<file path="src/rtl/cc_flag_pkg.sv">
package cc_flag_pkg;

  localparam int FLG_C = 0;
  localparam int FLG_V = 1;
  localparam int FLG_Z = 2;
  localparam int FLG_N = 3;
  localparam int FLG_X = 4;
  localparam int FLG_R = 8;

  typedef enum logic [3:0] {
    OPC_ADD   = 4'd0,
    OPC_SUB   = 4'd1,
    OPC_CMP   = 4'd2,
    OPC_ADDC  = 4'd3,
    OPC_MOVE  = 4'd4,
    OPC_LOGIC = 4'd5,
    OPC_SHIFT = 4'd6,
    OPC_MULS  = 4'd7,
    OPC_MULU  = 4'd8,
    OPC_MCP   = 4'd9,
    OPC_LIVE  = 4'd10
  } opc_e;

  typedef enum logic [1:0] {
    SZ_BYTE = 2'd0,
    SZ_HALF = 2'd1,
    SZ_WORD = 2'd2,
    SZ_RSVD = 2'd3
  } osz_e;

  typedef enum logic [2:0] {
    GRP_ARITH,
    GRP_NZ,
    GRP_MUL,
    GRP_MCP,
    GRP_LIVE
  } grp_e;

  typedef struct packed {
    logic n;
    logic z;
    logic v;
    logic c;
  } nzvc_t;

  // Map a class code to the evaluator family that handles it.
  function automatic grp_e class_group(logic [3:0] op);
    grp_e g;
    case (op)
      OPC_MOVE, OPC_LOGIC, OPC_SHIFT: g = GRP_NZ;
      OPC_MULS, OPC_MULU:             g = GRP_MUL;
      OPC_MCP:                        g = GRP_MCP;
      OPC_LIVE:                       g = GRP_LIVE;
      default:                        g = GRP_ARITH;
    endcase
    return g;
  endfunction

  // Sign-bit rules: no carry chain, only the three MSBs and a zero test.
  function automatic nzvc_t sign_rules(logic r_msb, logic r_zero,
                                       logic s_msb, logic d_msb);
    nzvc_t f;
    f = '0;
    if (r_msb) begin
      f.n = 1'b1;
      f.v = ~s_msb & ~d_msb;
      f.c = s_msb & d_msb;
    end else begin
      f.z = r_zero;
      f.v = s_msb & d_msb;
      f.c = s_msb | d_msb;
    end
    return f;
  endfunction

endpackage

</file>
<file path="src/rtl/cc_arith_eval.sv">
module cc_arith_eval
  import cc_flag_pkg::*;
#(
  parameter int DATA_W = 32
) (
  input  logic [2:0]        src_msbs,   // {word, half, byte} MSBs
  input  logic [2:0]        dst_msbs,
  input  logic [DATA_W-1:0] res,
  input  logic [1:0]        size,
  input  logic              invert,
  output nzvc_t             flags
);
  localparam int LANES  = 4;
  localparam int LANE_W = DATA_W / LANES;
  localparam int HALF_W = DATA_W / 2;

  logic [LANES-1:0] lane_zero;

  genvar g;
  generate
    for (g = 0; g < LANES; g++) begin : g_lane
      assign lane_zero[g] = ~|res[g*LANE_W +: LANE_W];
    end
  endgenerate

  logic  r_msb, r_zero, s_msb, d_msb, sized;
  nzvc_t raw;

  always_comb begin
    r_msb  = 1'b0;
    r_zero = 1'b0;
    s_msb  = 1'b0;
    d_msb  = 1'b0;
    sized  = 1'b1;
    case (size)
      SZ_BYTE: begin
        r_msb  = res[LANE_W-1];
        r_zero = lane_zero[0];
        s_msb  = src_msbs[0];
        d_msb  = dst_msbs[0];
      end
      SZ_HALF: begin
        r_msb  = res[HALF_W-1];
        r_zero = &lane_zero[LANES/2-1:0];
        s_msb  = src_msbs[1];
        d_msb  = dst_msbs[1];
      end
      SZ_WORD: begin
        r_msb  = res[DATA_W-1];
        r_zero = &lane_zero;
        s_msb  = src_msbs[2];
        d_msb  = dst_msbs[2];
      end
      default: sized = 1'b0;
    endcase
    raw     = sized ? sign_rules(r_msb, r_zero, s_msb ^ invert, d_msb) : '0;
    flags   = raw;
    flags.c = raw.c ^ invert;
  end

endmodule

</file>
<file path="src/rtl/cc_nz_eval.sv">
module cc_nz_eval #(
  parameter int DATA_W = 32
) (
  input  logic [DATA_W-1:0] res,
  input  logic              half_sel,
  output logic              n_flag,
  output logic              z_flag
);
  localparam int HALF_W = DATA_W / 2;

  logic hi_zero, lo_zero;

  always_comb begin
    lo_zero = ~|res[HALF_W-1:0];
    hi_zero = ~|res[DATA_W-1:HALF_W];
    if (half_sel) begin
      n_flag = res[HALF_W-1];
      z_flag = ~res[HALF_W-1] & lo_zero;
    end else begin
      n_flag = res[DATA_W-1];
      z_flag = ~res[DATA_W-1] & lo_zero & hi_zero;
    end
  end

endmodule

</file>
<file path="src/rtl/cc_mul_eval.sv">
module cc_mul_eval #(
  parameter int DATA_W = 32
) (
  input  logic [DATA_W-1:0] res,
  input  logic [DATA_W-1:0] mof,
  input  logic              is_signed,
  output logic              n_flag,
  output logic              z_flag,
  output logic              v_flag
);
  logic [DATA_W-1:0] sext;

  always_comb begin
    sext   = {DATA_W{res[DATA_W-1]}};
    z_flag = ~|{mof, res};
    n_flag = ~z_flag & mof[DATA_W-1];
    v_flag = is_signed ? (mof != sext) : (|mof);
  end

endmodule

</file>
<file path="src/rtl/cc_status_wb.sv">
module cc_status_wb
  import cc_flag_pkg::*;
#(
  parameter int STAT_W = 16
) (
  input  logic              clk,
  input  logic              rst_n,
  input  logic              fire,
  input  logic              hold_z,
  input  logic [STAT_W-1:0] calc,
  input  logic [STAT_W-1:0] mask,
  output logic [STAT_W-1:0] status
);
  localparam logic [STAT_W-1:0] X_BIT = STAT_W'(1) << FLG_X;
  localparam logic [STAT_W-1:0] Z_BIT = STAT_W'(1) << FLG_Z;

  logic [STAT_W-1:0] eff_mask, clr_mask, status_q;

  always_comb begin
    eff_mask = hold_z ? (mask & ~Z_BIT) : mask;
    clr_mask = eff_mask | X_BIT;
  end

  always_ff @(posedge clk or negedge rst_n) begin
    if (!rst_n)    status_q <= '0;
    else if (fire) status_q <= (status_q & ~clr_mask) | (calc & eff_mask);
  end

  assign status = status_q;

  p_x_cleared_r10: assert property (@(posedge clk) disable iff (!rst_n)
    fire |=> !status[FLG_X]);

  p_idle_stable_r10: assert property (@(posedge clk) disable iff (!rst_n)
    !fire |=> $stable(status));

  p_unmasked_kept_r10: assert property (@(posedge clk) disable iff (!rst_n)
    fire |=> ((status ^ $past(status)) & ~$past(mask) & ~X_BIT) == '0);

endmodule

</file>
<file path="src/rtl/cc_flag_engine.sv">
module cc_flag_engine
  import cc_flag_pkg::*;
#(
  parameter int DATA_W = 32,
  parameter int STAT_W = 16
) (
  input  logic              clk,
  input  logic              rst_n,
  input  logic              upd_valid,
  input  logic [3:0]        op_class,
  input  logic [1:0]        op_size,
  input  logic [DATA_W-1:0] src_opnd,
  input  logic [DATA_W-1:0] dst_opnd,
  input  logic [DATA_W-1:0] result,
  input  logic [DATA_W-1:0] mul_hi,
  input  logic              x_flag,
  input  logic [STAT_W-1:0] upd_mask,
  output logic [STAT_W-1:0] status
);
  localparam int LANE_W = DATA_W / 4;
  localparam int HALF_W = DATA_W / 2;

  grp_e              grp;
  logic              is_sub, word_sz, narrow_nz;
  logic [DATA_W-1:0] sum_w, diff_w, arith_res;
  logic [1:0]        arith_size;
  logic              arith_inv;
  logic [2:0]        src_msbs, dst_msbs;
  nzvc_t             a_flags;
  logic              nz_n, nz_z, mul_n, mul_z, mul_v;
  logic [STAT_W-1:0] calc;
  logic              hold_z, fire;

  always_comb begin
    grp        = class_group(op_class);
    is_sub     = (op_class == OPC_SUB) || (op_class == OPC_CMP);
    word_sz    = (op_size == SZ_WORD);
    narrow_nz  = (op_size == SZ_BYTE) || (op_size == SZ_RSVD);
    sum_w      = dst_opnd + src_opnd;
    diff_w     = dst_opnd - src_opnd;
    arith_size = (grp == GRP_MCP) ? SZ_WORD : op_size;
    arith_inv  = (grp == GRP_ARITH) && is_sub;
    arith_res  = result;
    if (grp == GRP_ARITH && word_sz && op_class == OPC_ADD) arith_res = sum_w;
    if (grp == GRP_ARITH && word_sz && op_class == OPC_SUB) arith_res = diff_w;
    src_msbs   = {src_opnd[DATA_W-1], src_opnd[HALF_W-1], src_opnd[LANE_W-1]};
    dst_msbs   = {dst_opnd[DATA_W-1], dst_opnd[HALF_W-1], dst_opnd[LANE_W-1]};
  end

  cc_arith_eval #(.DATA_W(DATA_W)) u_arith (
    .src_msbs (src_msbs),
    .dst_msbs (dst_msbs),
    .res      (arith_res),
    .size     (arith_size),
    .invert   (arith_inv),
    .flags    (a_flags)
  );

  cc_nz_eval #(.DATA_W(DATA_W)) u_nz (
    .res      (result),
    .half_sel (op_size == SZ_HALF),
    .n_flag   (nz_n),
    .z_flag   (nz_z)
  );

  cc_mul_eval #(.DATA_W(DATA_W)) u_mul (
    .res       (result),
    .mof       (mul_hi),
    .is_signed (op_class == OPC_MULS),
    .n_flag    (mul_n),
    .z_flag    (mul_z),
    .v_flag    (mul_v)
  );

  always_comb begin
    calc = '0;
    case (grp)
      GRP_ARITH: begin
        calc[FLG_N] = a_flags.n;
        calc[FLG_Z] = a_flags.z;
        calc[FLG_V] = a_flags.v;
        calc[FLG_C] = a_flags.c;
      end
      GRP_MCP: begin
        calc[FLG_N] = a_flags.n;
        calc[FLG_Z] = a_flags.z;
        calc[FLG_V] = a_flags.v;
        calc[FLG_R] = a_flags.c;
      end
      GRP_NZ: begin
        if (narrow_nz) begin
          calc[FLG_N] = a_flags.n;
          calc[FLG_Z] = a_flags.z;
          calc[FLG_V] = a_flags.v;
          calc[FLG_C] = a_flags.c;
        end else begin
          calc[FLG_N] = nz_n;
          calc[FLG_Z] = nz_z;
        end
      end
      GRP_MUL: begin
        calc[FLG_N] = mul_n;
        calc[FLG_Z] = mul_z;
        calc[FLG_V] = mul_v;
      end
      default: calc = '0;
    endcase
    hold_z = (x_flag || op_class == OPC_ADDC) && calc[FLG_Z];
    fire   = upd_valid && (grp != GRP_LIVE);
  end

  cc_status_wb #(.STAT_W(STAT_W)) u_wb (
    .clk    (clk),
    .rst_n  (rst_n),
    .fire   (fire),
    .hold_z (hold_z),
    .calc   (calc),
    .mask   (upd_mask),
    .status (status)
  );

  p_live_frozen_r11: assert property (@(posedge clk) disable iff (!rst_n)
    (upd_valid && grp == GRP_LIVE) |=> $stable(status));

  p_z_protected_r9: assert property (@(posedge clk) disable iff (!rst_n)
    (fire && hold_z) |=> status[FLG_Z] == $past(status[FLG_Z]));

  p_mcp_no_carry_r5: assert property (@(posedge clk) disable iff (!rst_n)
    (fire && grp == GRP_MCP && upd_mask[FLG_C]) |=> !status[FLG_C]);

  p_nz_exclusive_r6: assert property (@(posedge clk) disable iff (!rst_n)
    (fire && grp == GRP_NZ && !narrow_nz && !x_flag
     && upd_mask[FLG_N] && upd_mask[FLG_Z]) |=> !(status[FLG_N] && status[FLG_Z]));

  p_mulu_overflow_r8: assert property (@(posedge clk) disable iff (!rst_n)
    (fire && op_class == OPC_MULU && upd_mask[FLG_V])
      |=> status[FLG_V] == ($past(mul_hi) != '0));

endmodule

</file>
<file path="config.mk">
export PLATFORM = sky130hd
export DESIGN_NAME = cc_flag_engine
export DESIGN_NICKNAME = d
export VERILOG_FILES = /design/src/rtl/cc_flag_pkg.sv /design/src/rtl/cc_arith_eval.sv /design/src/rtl/cc_nz_eval.sv /design/src/rtl/cc_mul_eval.sv /design/src/rtl/cc_status_wb.sv /design/src/rtl/cc_flag_engine.sv
export SDC_FILE = /design/constraint.sdc
export NUM_CORES = 1
export LEC_CHECK = 0
export BUFFER_PORTS_ARGS = -buffer_cell sky130_fd_sc_hd__buf_2
export CORE_MARGIN = 1.5
export CORE_UTILIZATION = 50
export DETAILED_ROUTE_END_ITERATION = 6
export HOLD_SLACK_MARGIN = 0.1
export MAX_ROUTING_LAYER = met4
export PLACE_DENSITY_LB_ADDON = 0.2
export REMOVE_ABC_BUFFERS = 1
export SETUP_SLACK_MARGIN = 0.1
export SYNTH_ARGS = -nofsm -noshare
export SYNTH_HDL_FRONTEND = slang
export SYNTH_HIERARCHICAL = 1
export SYNTH_SLANG_ARGS = --single-unit
</file>
<file path="constraint.sdc">
create_clock -name clk -period 1 [get_ports clk]
set_input_delay 0.05 -clock clk [delete_from_list [all_inputs] [get_ports clk]]
set_output_delay 0.05 -clock clk [all_outputs]
set_load 0.01 [all_outputs]
</file>
======== Yosys cells after proc, flatten, opt, wreduce, memory -nomap -nowiden ========
Index checks and enable logic that the tools add are counted.
cells by class
  $add $sub $neg .......................... 2
  equal/unequal tests ..................... 20
  mux-type cells .......................... 22
  bitwise gates (word level) .............. 17
  reduce and logical (&&, ||, !) cells .... 34
operators with widths
  kind                number
  $mux 32             2
  $reduce_or 64->1    1
  $add 32x32->32      1
  $ne 32x32->1        1
  $reduce_or 16->1    2
  $reduce_or 32->1    1
  $reduce_or 8->1     4
  $sub 32x32->32      1
  $and 16x16->16      1
  $and 9x16->16       1
  $eq 4x3->1 const B  4
  $not 16->16         1
  $or 16x16->16       1
  $eq 4x4->1 const B  3
  $pmux 1 s3          4
  $pmux 3 s4          1
  $pmux 3 s3          1
  $eq 4x2->1 const B  2
  $mux 2              4
  $logic_not 1->1     7
  $mux 1              7
  $and 1x1->1         6
  $eq 2x2->1 const B  3
  $eq 3x2->1 const B  2
  other kinds (19)    34
storage, ports and cells
  register bits ........................... 16
  input bits .............................. 154
  output and inout bits ................... 16
  logic and storage cells ................. 96

======== Depth between registers and ports, before layout ========
  depth after elaboration ................. 22
  mapped depth ............................ 23
  mapped depth without buffers ............ 23

======== Modules after synthesis ========
Netlist, hierarchy kept.
modules (own cells, without submodules)
  module          instances  cells each  area each (µm²)  seq. area each (µm²)
  cc_flag_engine  1          657         4230.3           0.0
  cc_status_wb    1          51          699.4            400.4
  cc_arith_eval   1          37          247.7            0.0
  cc_mul_eval     1          36          227.7            0.0
  cc_nz_eval      1          12          92.6             0.0

======== Worst setup path after synthesis ========
No wires, ideal clock.
  path kind ............................... in2reg
  start ................................... input dst_opnd[0]
  end ..................................... register with a tool-made name
  library setup time ...................... 0.125 ns
  arrival time ............................ 3.731 ns
  required time ........................... 0.875 ns
  setup slack ............................. -2.856 ns
  stages .................................. 21
  buffers on the path ..................... 0
  cells stage by stage .................... inv_1 -> ha_1 -> inv_1 -> fa_1 -> a21o_2 -> a221oi_4 -> o21bai_4 -> o41a_1 -> a21oi_1 -> a21oi_1 -> xnor2_1 -> o21ai_0 -> or4_1 -> nor4_1 -> a21oi_1 -> nor3_1 -> a22oi_1 -> nand2_1 -> o21a_1 -> nand3b_1 -> mux2_2
RTL lines
  what             RTL line              text
  start, declared  cc_flag_engine.sv:13  input logic [DATA_W-1:0] dst_opnd,

==> reports/metrics.yaml <==
sta:
  grt_setup_unrepaired: "true"
  timing.fmax_mhz: 249
  hold_viol: 0
  slew_headroom_pct: 63.2
  layout_min_cycle_time_ps: 4020
  fin_crit_sh_pct: 402
  finalSetupViolations: 15
  worst_slew_pin_slew_ps: 547
  finalWorstSetupSlack_ps: -3020
  drv_slew: 0
  timing.setup.tns_ps: -14650
  fin_skew_ps: 0
clock_tree:
  cts.clk_slew.worst_paths_ps: 60
  numClockSinks: 16
  clockBufferDepth: 2
  cts_tree: "done"
  root_buffer: "clkbuf_8"
  cts_made_buffers: 3
  clkLatencyLatePin_ps: 250
  cts_max_level: 1
run:
  drv_cap: 0
critical_path:
  slowest_delay_ps: 380
  crit_family: "compound AO/OA/AOI/OAI gates"
  cp.arrival_ps: 4160
  start_kind: "primary input"
  crit_slowest_cell: "o41a_1"
  crit_chain: "buf_6 -> inv_4 -> ha_4 -> inv_2 -> fa_2 -> a21o_4 -> a221oi_4 -> o21bai_4 -> o41a_1 -> a31oi_2 -> buf_4 -> a2bb2oi_2 -> xor2_1 -> o21ai_0 -> nor4_2 -> nand2_1 -> nor4_2 -> a21oi_1 -> nor3_1 -> a22oi_1 -> nand2_1 -> o21a_1 -> nand3b_1 -> mux2_4"
  cp_num_buf_inv: 4
  path_class: "primary input to flip-flop"
  cp.required_ps: 1140
  path_max_fanout: 4
  end_kind: "flip-flop"
detailed_routing:
  drc: 0
  dr.pass1.iters: 7
  avgRoutedWirePerCell_um: 17.1
  vias: 7888
  drt.antenna.violating_nets: 0
  routed_wl_mm: 23.1
  drt_iter0_markers: 613
  vias_per_cell: 5.85
cells_and_area:
  n_antenna_cell: 0
  nFillCells: 773
  final_core_utilization_pct: 82.3
  final_nets: 1431
  final_common_cell: "buf_4"
  drive_above_1_share_pct: 45.3
  postLayoutCellArea_mm2: 0.00888
  layout_common_cells: "buf_4 (262), buf_2 (163), nand2_1 (86)"
  area_growth_pct: 61.5
placed_design:
  placed_area_mm2: 0.00819
  portBuffers: 169
  place_congestion: 1.02
  dpl.hpwl_mm: 17.4
logic_synthesis:
  yosys_warnings: 6
  ys_ff_latch: 16
  ys.flop_type: "dfrtp_1"
  synth_area_mm2: 0.00550
  synth_edf_count: 0
  syn_inst: 793
  synthArstFlopShare_pct: 100
  yosysUniqueCellTypes: 90
  ys_seq_area_share_pct: 7.28
  syn_area_per_cell_um2: 6.93
floorplanning:
  dieArea_mm2: 0.0116
  core_area_mm2: 0.0108
  start_util_pct: 50.9
  ios: 170
  die_h_um: 108
  rows: 38
  dieWidth_um: 108
status:
  violations: "setup timing"
  status: "complete, but fails checks"
global_routing:
  antenna_found_initial: 0
  grt_pass1_wl_mm: 33.8
  grt_pass1_vias: 7408
  grt_max_degree: 24
  gr-total-overflow: 0
  track_usage_pct: 36.8
power_and_ir_drop:
  power_density_mw_per_mm2: 695
  leakage_nw: 4.47
  peakVddDrop_v: 0.000877
worst_hold_path:
  worstHoldPathType: "primary input to flip-flop"
==> cell usage after synthesis, drive strengths merged (4+ instances only) <==
library cell / instances / area share (%)
o21a: 5 / 0.68
or3: 4 / 0.46
nor4: 40 / 4.8
nand3: 23 / 2.2
o21bai: 8 / 1.3
and3: 4 / 0.50
mux2i: 6 / 1.1
clkbuf: 19 / 2.2
a31oi: 6 / 0.80
a211oi: 12 / 1.6
a211o: 4 / 0.64
mux2: 18 / 4.2
buf: 18 / 2.4
nor2b: 11 / 1.3
a21o: 15 / 2.1
inv: 65 / 4.4
nand3b: 4 / 0.55
o31ai: 6 / 0.91
xnor2: 23 / 3.7
nor3b: 5 / 0.77
o21ai: 70 / 6.4
nor2: 56 / 3.8
a22oi: 4 / 0.55
dfrtp: 16 / 7.3
o211ai: 10 / 1.5
ha: 64 / 15
a21oi: 62 / 5.8
a2111oi: 7 / 1.3
xor2: 7 / 1.1
nand4: 17 / 1.9
nand2b: 6 / 0.68
nor3: 28 / 2.6
nand2: 96 / 6.6
==> worst paths after layout <==
check / start / end / slack (ps) / cells past startpoint
worst max-delay path: dst_opnd[0] / flip-flop / -3020 / 24
worst min-delay path: upd_mask[15] / flip-flop / 130 / 3
min in group asynchronous: rst_n / async pin / 280 / 2
worst min register to register: flip-flop / flip-flop / 500 / 1
worst max register to register: flip-flop / flip-flop / 210 / 1
max in group asynchronous: rst_n / async pin / 460 / 2
==> cell families (layout without fill, tap and decap cells) <==
family / count (synthesis) / after routing / share of synthesized area (%)
fa+ha+maj: 66 / 66 / 15.3
simple gates: 306 / 306 / 27.8
flops: 16 / 16 / 7.28
xor+xnor: 30 / 30 / 4.78
compound gates: 245 / 245 / 29.8
mux: 24 / 24 / 5.33
buf+inv: 105 / 511 / 9.60
other cells: 1 / 11 / 0.0682
==> final cells by class <==
type / instances / area, um2 / area share [%]
well taps: 140 / 175 / 1.97
repair buffers: 443 / 3000 / 33.7
clock buffers: 3 / 41.3 / 0.465
inverters: 65 / 249 / 2.80
multi-input cells: 682 / 5020 / 56.5
flip-flops and latches: 16 / 400 / 4.51
==> tightest hold or removal path, delay by kind of cell <==
kind | cells | cell delay [ps]
muxes | 1 | 140
buffers and inverters | 1 | 100
and+or+nand+nor | 1 | 60
==> routing by layer <==
metal	vias to the layer above	wire length (um)	share of wire, %	GRT usage (%)
li1	3732	-	-	-
met1	3616	9350	40	45.2
met2	446	11200	48	63.2
met3	94	1750	7.6	4.30
met4	0	831	3.6	11.2
met5	-	0	0	-
==> through the flow <==
step | hold WS, ps | total power, mW | cells | setup slack, ps
after floorplan | -246 | 2.92 | 763 | -2860
after global placement | -26.0 | 5.00 | 1328 | -3350
after detailed placement | -30.5 | 5.06 | 1328 | -3430
after CTS | 123 | 5.80 | 1339 | -3040
after global routing | 138 | 6.58 | 1349 | -3200
final | 133 | 6.17 | 1349 | -3020
==> power breakdown <==
group / total [mW] / internal (mW) / leakage (nW) / switching (mW)
Combinational: 4.89 / 2.45 / 4.25 / 2.45
Clock: 0.473 / 0.267 / 0.0216 / 0.206
Sequential: 0.806 / 0.746 / 0.197 / 0.0598
==> what timing repair did <==
action,4_1_cts,5_1_grt
hold buffers,1,0
buffers inserted,8,10
pin swaps,10,13
endpoints found under the setup margin,16,16
gates resized for setup,70,40
hold endpoints to repair,16,0
Power figures use the tool's default switching activity.
